--- src/rtl/arb2_pkg.sv ---
package arb2_pkg;

   // Ceiling log2 that never returns less than one bit of index.
   function automatic int idx_width(input int n);
      return (n > 1) ? $clog2(n) : 1;
   endfunction

   // Available find-first structures.
   localparam int FF_LINEAR = 0;
   localparam int FF_ONEHOT = 1;

endpackage

--- src/rtl/arb2_rotate.sv ---
// Rotates a vector so that output bit k is input bit (k + shift) mod N.
module arb2_rotate #(
   parameter int N     = 16,
   parameter int IDX_W = arb2_pkg::idx_width(N)
) (
   input  logic [N-1:0]     vec_i,
   input  logic [IDX_W-1:0] shift_i,
   output logic [N-1:0]     rot_o
);

   always_comb begin
      int src;
      rot_o = '0;
      for (int k = 0; k < N; k++) begin
         src = k + int'(shift_i);
         if (src >= N) src = src - N;
         rot_o[k] = vec_i[src];
      end
   end

endmodule

--- src/rtl/arb2_find_first.sv ---
// Finds the lowest set bit. The structure is chosen by a parameter.
module arb2_find_first #(
   parameter int N       = 16,
   parameter int FF_KIND = arb2_pkg::FF_LINEAR,
   parameter int IDX_W   = arb2_pkg::idx_width(N)
) (
   input  logic [N-1:0]     vec_i,
   output logic             any_o,
   output logic [IDX_W-1:0] idx_o
);

   if (FF_KIND != arb2_pkg::FF_LINEAR && FF_KIND != arb2_pkg::FF_ONEHOT) begin : g_bad_kind
      $error("arb2_find_first: unsupported FF_KIND %0d", FF_KIND);
   end

   assign any_o = |vec_i;

   if (FF_KIND == arb2_pkg::FF_ONEHOT) begin : g_onehot
      logic [N-1:0] below_any;
      logic [N-1:0] first_hot;

      // Mark the bits that have some set bit beneath them.
      always_comb begin
         logic acc;
         acc = 1'b0;
         for (int k = 0; k < N; k++) begin
            below_any[k] = acc;
            acc = acc | vec_i[k];
         end
      end

      assign first_hot = vec_i & ~below_any;

      // OR together the indices of the hot bits (at most one is set).
      always_comb begin
         idx_o = '0;
         for (int k = 0; k < N; k++) begin
            if (first_hot[k]) idx_o = idx_o | IDX_W'(k);
         end
      end
   end else begin : g_linear
      // Scan from the top down so that the lowest set bit is written last.
      always_comb begin
         idx_o = '0;
         for (int k = N - 1; k >= 0; k--) begin
            if (vec_i[k]) idx_o = IDX_W'(k);
         end
      end
   end

endmodule

--- src/rtl/arb2_rot_enc.sv ---
// Rotating encoder: rotate, find the first set bit, then add the offset back.
module arb2_rot_enc #(
   parameter int N       = 16,
   parameter int FF_KIND = arb2_pkg::FF_LINEAR,
   parameter int IDX_W   = arb2_pkg::idx_width(N)
) (
   input  logic [N-1:0]     vec_i,
   input  logic [IDX_W-1:0] start_i,
   output logic             any_o,
   output logic [IDX_W-1:0] idx_o
);

   localparam int            SUM_W = IDX_W + 1;
   localparam logic [SUM_W-1:0] N_EXT = SUM_W'(N);

   logic [N-1:0]     rotated;
   logic [IDX_W-1:0] rel_idx;
   logic [SUM_W-1:0] raw_sum;
   logic [SUM_W-1:0] wrapped;

   arb2_rotate #(.N(N), .IDX_W(IDX_W)) u_rot (
      .vec_i   (vec_i),
      .shift_i (start_i),
      .rot_o   (rotated)
   );

   arb2_find_first #(.N(N), .FF_KIND(FF_KIND), .IDX_W(IDX_W)) u_ff (
      .vec_i (rotated),
      .any_o (any_o),
      .idx_o (rel_idx)
   );

   assign raw_sum = {1'b0, rel_idx} + {1'b0, start_i};
   assign wrapped = (raw_sum >= N_EXT) ? (raw_sum - N_EXT) : raw_sum;
   assign idx_o   = wrapped[IDX_W-1:0];

endmodule

--- src/rtl/arb2_rotating_pick.sv ---
module arb2_rotating_pick #(
   parameter int NUM_CORES = 16,
   parameter int FF_KIND   = arb2_pkg::FF_LINEAR,
   parameter int IDX_W     = arb2_pkg::idx_width(NUM_CORES)
) (
   input  logic [NUM_CORES-1:0] pend_i,
   input  logic [NUM_CORES-1:0] urgent_i,
   input  logic [IDX_W-1:0]     cur_idx_i,
   output logic                 grant_vld_o,
   output logic [IDX_W-1:0]     grant_idx_o
);

   localparam int NUM_TIERS = 2;
   localparam int TIER_URG  = 0;
   localparam int TIER_PND  = 1;
   localparam logic [IDX_W-1:0] LAST_IDX = IDX_W'(NUM_CORES - 1);

   if (NUM_CORES < 2) begin : g_bad_cores
      $error("arb2_rotating_pick: NUM_CORES must be at least 2");
   end
   if (IDX_W < arb2_pkg::idx_width(NUM_CORES)) begin : g_bad_width
      $error("arb2_rotating_pick: IDX_W too narrow for NUM_CORES");
   end

   logic [IDX_W-1:0]     search_start;
   logic [NUM_CORES-1:0] tier_vec [NUM_TIERS];
   logic                 tier_any [NUM_TIERS];
   logic [IDX_W-1:0]     tier_idx [NUM_TIERS];

   // Start searching at the core after the current one. An out-of-range index acts like the last core.
   assign search_start = (cur_idx_i >= LAST_IDX) ? '0 : (cur_idx_i + 1'b1);

   // Urgent bits count only for cores that also have a pending request.
   assign tier_vec[TIER_URG] = urgent_i & pend_i;
   assign tier_vec[TIER_PND] = pend_i;

   for (genvar t = 0; t < NUM_TIERS; t++) begin : g_tier
      arb2_rot_enc #(.N(NUM_CORES), .FF_KIND(FF_KIND), .IDX_W(IDX_W)) u_enc (
         .vec_i   (tier_vec[t]),
         .start_i (search_start),
         .any_o   (tier_any[t]),
         .idx_o   (tier_idx[t])
      );
   end

   always_comb begin
      grant_vld_o = tier_any[TIER_PND];
      if (tier_any[TIER_URG])      grant_idx_o = tier_idx[TIER_URG];
      else if (tier_any[TIER_PND]) grant_idx_o = tier_idx[TIER_PND];
      else                         grant_idx_o = '0;
   end

endmodule

--- config.mk ---
export PLATFORM = sky130hd
export DESIGN_NAME = arb2_rotating_pick
export DESIGN_NICKNAME = d
export VERILOG_FILES = /design/src/rtl/arb2_pkg.sv /design/src/rtl/arb2_rotate.sv /design/src/rtl/arb2_find_first.sv /design/src/rtl/arb2_rot_enc.sv /design/src/rtl/arb2_rotating_pick.sv
export SDC_FILE = /design/constraint.sdc
export NUM_CORES = 1
export LEC_CHECK = 0
export ABC_AREA = 1
export BUFFER_PORTS_ARGS = -buffer_cell sky130_fd_sc_hd__buf_2
export CAP_MARGIN = 5
export CORE_ASPECT_RATIO = 1.1
export CORE_UTILIZATION = 61
export DETAILED_ROUTE_END_ITERATION = 10
export PLACE_DENSITY = 0.85
export SETUP_SLACK_MARGIN = 0.05
export SLEW_MARGIN = 20
export SYNTH_ARGS = -nofsm -noshare
export SYNTH_HDL_FRONTEND = slang
export SYNTH_SLANG_ARGS = --single-unit
--- constraint.sdc ---
create_clock -name vclk -period 4.33
set_input_delay 0.2165 -clock vclk [all_inputs]
set_output_delay 0.2165 -clock vclk [all_outputs]
set_load 0.02 [all_outputs]
Word-level counts from Yosys, hierarchy flattened
Index checks and enable logic that the tools add are counted.

Register bits after elaboration: 0. Bits of input ports: 36. Logic and storage cells: 223.

$add $sub $neg: 36. Magnitude comparators: 35. Bitwise gates (word level): 1. Muxes and demuxes: 149. Reduce and logical (&&, ||, !) cells: 2.

Operators by type and width (count): 32-bit by 6-bit less-than comparator with 1-bit output, second input constant (16); 32-bit 2-to-1 mux (16); 4-bit 2-to-1 mux (37); 1-bit binary-select mux with 4-bit select (32); 5-bit by 5-bit subtractor with 6-bit output, second input constant (15); 5-bit greater-or-equal comparator, second input constant (17); 1-bit 2-to-1 mux (64); 4-bit by 4-bit adder with 5-bit output, first input constant (8); 16-bit OR reduction (2); 3-bit by 4-bit adder with 5-bit output, first input constant (4); 16-bit bitwise AND (1); 2-bit by 4-bit adder with 5-bit output, first input constant (2); 4-bit by 4-bit adder with 5-bit output (2); 4-bit by 1-bit subtractor with 4-bit output, second input constant (2); 4-bit by 5-bit subtractor with 6-bit output, second input constant (1); 1-bit by 4-bit adder with 5-bit output, first input constant (1); 4-bit by 5-bit greater-or-equal comparator with 1-bit output, second input constant (1); 4-bit by 1-bit adder with 4-bit output, second input constant (1); 4-bit greater-or-equal comparator, second input constant (1).

Logic depth before layout (Yosys ltp)
Depth after elaboration: 29. Depth in mapped cells: 35. Mapped depth without buffers: 33.

By module
A second synthesis with hierarchy kept.

Cells, all modules: 625. Area, all modules: 2999.1 um2.

By module, submodules not included: arb2_rotate (seq. area each 0.0 um2, cells each 217, area an instance 1051.0 um2, instances 2); arb2_find_first (seq. area each 0.0 um2, cells each 49, area an instance 209.0 um2, instances 2); arb2_rot_enc (seq. area each 0.0 um2, cells each 19, area an instance 122.6 um2, instances 2); arb2_rotating_pick (seq. area each 0.0 um2, cells each 55, area an instance 234.0 um2, instances 1).

Worst setup path before layout
No wires, ideal clock.

Kind: input -> output. From: input port cur_idx_i[0]. To: output port grant_idx_o[2]. Buffers on the path: 4. Required time: 4113 ps. Arrival time: 4052 ps. Stages: 30. Slack: 62 ps. Path through: inv_2 buf_6 ha_1 inv_1 buf_2 buf_2 ha_1 inv_1 clkbuf_1 o21ai_0 nand2_1 o21ai_0 nand2_1 nand2_1 nand2_1 nand2_1 nand2_1 nand2_1 nand2_1 nand2_1 nand2_1 nand2_1 nand2_1 nand2_1 a21oi_1 nor2_1 ha_1 fa_1 xnor2_1 o22ai_1.

Longest elaborated chain between the ends: 29. Elaborated cells on any way between the ends: 206. Those cells by class: 36 x add/sub; 19 x order compare; 149 x mux; 2 x reduce/logical.

Ends and longest elaborated chain: start, declared (RTL line arb2_rotating_pick.sv:8) `input logic [IDX_W-1:0] cur_idx_i,`; 4-bit by 1-bit adder with 4-bit output / 4-bit greater-or-equal comparator (equally long branches) (RTL line arb2_rotating_pick.sv:31) `assign search_start = (cur_idx_i >= LAST_IDX) ? '0 : (cur_idx_i + 1'b1);`; 4-bit 2-to-1 mux * (RTL line arb2_rotating_pick.sv:31); 4-bit by 4-bit adder with 5-bit output (RTL line arb2_rotate.sv:15) `src = k + int'(shift_i);`; 5-bit by 5-bit subtractor with 6-bit output / 5-bit greater-or-equal comparator (equally long branches) (RTL line arb2_rotate.sv:16) `if (src >= N) src = src - N;`; 32-bit 2-to-1 mux (RTL line arb2_rotate.sv:16); 1-bit binary-select mux with 4-bit select (RTL line arb2_rotate.sv:17) `rot_o[k] = vec_i[src];`; 1-bit 2-to-1 mux (implied by the code) (2 in series) (RTL line arb2_rotate.sv:17); 4-bit 2-to-1 mux (16 in series) (RTL line arb2_find_first.sv:46) `if (vec_i[k]) idx_o = IDX_W'(k);`; 4-bit by 4-bit adder with 5-bit output (RTL line arb2_rot_enc.sv:33) `assign raw_sum = {1'b0, rel_idx} + {1'b0, start_i};`; 4-bit by 1-bit subtractor with 4-bit output / 5-bit greater-or-equal comparator (equally long branches) (RTL line arb2_rot_enc.sv:34) `assign wrapped = (raw_sum >= N_EXT) ? (raw_sum - N_EXT) : raw_sum;`; 4-bit 2-to-1 mux (RTL line arb2_rot_enc.sv:34); 4-bit 2-to-1 mux (RTL line arb2_rotating_pick.sv:49) `else if (tier_any[TIER_PND]) grant_idx_o = tier_idx[TIER_PND];`; 4-bit 2-to-1 mux * (RTL line arb2_rotating_pick.sv:48) `if (tier_any[TIER_URG]) grant_idx_o = tier_idx[TIER_URG];`; end, declared (RTL line arb2_rotating_pick.sv:10) `output logic [IDX_W-1:0] grant_idx_o`.

Every way passes the cells marked *; elsewhere a longest branch is shown, timed or not. The select of a mux whose other input is x is not followed.

Worst setup path after layout
From: input port cur_idx_i[2]. To: output port grant_idx_o[2].

Same word-level chain as after synthesis.

==> summary.md <==
| Metric | Value |
|---|---|
| Die Ht | `71.5 um` |
| Min-Delay Path Class | `in -> out` |
| Worst path arrival time | `3.76 ns` |
| Placed Cells incl. Taps | `629` |
| # diodes | `0` |
| Register area | `0 um2` |
| Max stage delay on crit path | `0.38 ns` |
| Hold EP | `grant_idx_o[1]` |
| Power, Total | `0.721 mW` |
| Initial antenna violation count | `0` |
| Die width | `65.2 um` |
| Synth cell types | `38` |
| Lkg Pwr | `1.78 nW` |
| Fillers | `361` |
| Fraction of layout cells with a size suffix above 1 | `16.3%` |
| CP bufs+invs | `3` |
| Max Freq | `251 MHz` |
| Setup Viol. Count Final | `0` |
| Critical path's top delay family | `simple AND/OR/NAND/NOR gates` |
| Max VDD drop | `0.0000865 V` |
| Kind of critical path | `in -> out` |
| FFs & Latches | `0` |
| Hold_sp | `cur_idx_i[1]` |
| Post-detail-place hpwl | `6.64 mm` |
| Die area | `4660 um2` |
| Core area | `4080 um2` |
| Period Utilization, post-route | `91.9%` |
| Power density cells | `240 nW/um2` |
| IO buf count | `41` |
| Syn Inst Count | `542` |
| First-pass GRT wire length | `13.1 mm` |
| Hold_buf cts | `0` |
| Max-slew headroom | `69.9%` |
| Vias/cell | `5.34` |
| Stages on worst setup path | `29` |
| Critical Path Sink Type | `primary output` |
| Outcome | `finished clean` |
| Placed Area | `2910 um2` |
| Vias | `3394` |
| Post-Route WL | `7.87 mm` |
| YS warnings | `0` |
| Largest net degree at the start of global routing | `39` |
| Synthesized area | `2680 um2` |
| Rows | `24` |
| Worst Path Required | `4.11 ns` |
| RD Place Congestion | `0.979` |
| CLK BUF | `0` |
| Hold Violations, Final | `0` |
| Gr ovfl total | `0` |
| Slowest CP cell | `fa_1` |
| First-pass iteration count of the detailed router | `6` |
| Sequential-to-total area share from yosys stat | `0%` |
| Total negative slack | `0 ns` |
| Starting Density | `65.5%` |
| Number of global-route vias before repair | `3166` |
| Final instance area | `3010 um2` |
| Slew @ Worst Pin | `0.451 ns` |
| Initial DRC Count | `213` |
| GRT Util Overall | `35.0%` |
| RSZ-0062 raised after global routing | `false` |
| Crit Path Max Fanout | `16` |
| ANT nets after route | `0` |
| Drt wl/cell | `12.4 um` |
| IO Pins | `41` |
| Area grow syn2layout | `12.4%` |
| Hold path depth | `6` |
| Final Max Tran Viols | `0` |
| Fin cells | `635` |
| # DRC | `0` |
| Minimum clock period | `3.98 ns` |
| # nets final | `635` |
| Number of max-cap violations | `0` |
| Syn Nets | `592` |
| CP most frequent cell | `nand2_1` |
| Setup crit start kind | `input port` |
| Post-Syn Area per Cell | `4.94 um2` |
[layout by cell type (no fill, tap or decap), types with 2 or more instances in the layout]
cell | Yosys | layout
buf_2 | 5 | 41
a31oi_1 | 4 | 4
inv_2 | 8 | 8
nor2_1 | 19 | 19
xor2_1 | 5 | 5
o21ai_1 | 22 | 26
a21oi_1 | 7 | 7
o21ai_0 | 53 | 48
nand3_1 | 55 | 55
nand2_1 | 224 | 222
nand2_2 | 4 | 7
clkinvlp_4 | 0 | 2
nand4_1 | 4 | 4
inv_1 | 72 | 70
or2_2 | 2 | 2
o21ai_2 | 2 | 3
ha_1 | 12 | 10
buf_4 | 6 | 13
nor3_2 | 2 | 2
xnor2_2 | 2 | 2
mux2i_1 | 8 | 8
xor2_2 | 3 | 2
o21a_1 | 3 | 3
fa_1 | 2 | 2
[cell type report]
| cell class | instances | area, um2 | share of cell area, % |
|---|---|---|---|
| multi-input cells | 447 | 2310 | 77.0 |
| repair buffers | 55 | 314 | 10.4 |
| inverters | 80 | 307 | 10.2 |
| well taps | 52 | 65.1 | 2.16 |
| repair inverters | 1 | 7.51 | 0.250 |
[cells in the mapped netlist, drive strengths merged]
cell	number	area, um2
a21oi	8	43.8
nand3	57	303
nor2	21	88.8
nor3	2	20.0
fa	2	40.0
o22ai	1	6.26
nand4	5	37.5
o21bai	1	7.51
xnor2	3	41.3
buf	15	108
mux2i	8	80.1
or2	3	18.8
inv	80	300
nand2	230	888
ha	12	150
a31oi	4	25.0
and2	1	6.26
clkbuf	1	3.75
o21ai	77	393
o21a	3	22.5
xor2	8	92.6
[per-layer routing]
metal / up-vias / wire length (um) / share of wire (%) / track usage [%]
met5: - / 0 / 0 / 0
met4: 0 / 252 / 3.2 / 14.0
met3: 30 / 474 / 6.0 / 3.66
met2: 144 / 3740 / 48 / 63.7
met1: 1417 / 3410 / 43 / 41.5
li1: 1803 / - / - / -
[report_power, final]
part	switching (mW)	internal, mW
logic	0.465	0.256
registers	0	0
clock network	0	0
[logic make-up (layout without fill, tap and decap cells)]
group	count (synthesis)	count (layout)	share of synthesized area (%)
compound gates	94	94	18.6
buf+inv	96	136	15.4
fa+ha+maj	14	14	7.11
mux	8	8	2.99
simple gates	319	320	50.9
xor+xnor	11	11	5.00
[tightest hold or removal path, stage by stage]
cell and delay, ns:
buf_2 0.13, ha_1 0.18, buf_6 0.19, fa_1 0.18
o21ai_1 0.06, buf_2 0.15
[how the worst max path moves through the flow]
stage                       startpoint  slack, ns              to
final                     cur_idx_i[2]       0.35  grant_idx_o[2]
after global routing      cur_idx_i[2]       0.03  grant_idx_o[2]
after CTS                 cur_idx_i[0]       0.31  grant_idx_o[2]
after detailed placement  cur_idx_i[0]       0.32  grant_idx_o[2]
after global placement    cur_idx_i[0]       0.40  grant_idx_o[2]
after floorplan           cur_idx_i[0]       0.06  grant_idx_o[2]
[stage by stage]
stage	hold WS (ns)	util (%)	worst slack [ns]
final	1.33	73.7	0.352
after global routing	1.39	73.7	0.0340
after CTS	1.31	71.3	0.312
after detailed placement	1.31	71.3	0.317
after global placement	1.31	71.3	0.402
after floorplan	0.992	-	0.0615
[what timing repair did]
| item | 4_1_cts | 5_1_grt |
|---|---|---|
| resized for setup | 0 | 19 |
| setup endpoints to repair | 0 | 3 |
| buffers inserted | 0 | 4 |
Power figures use the tool's default switching activity.
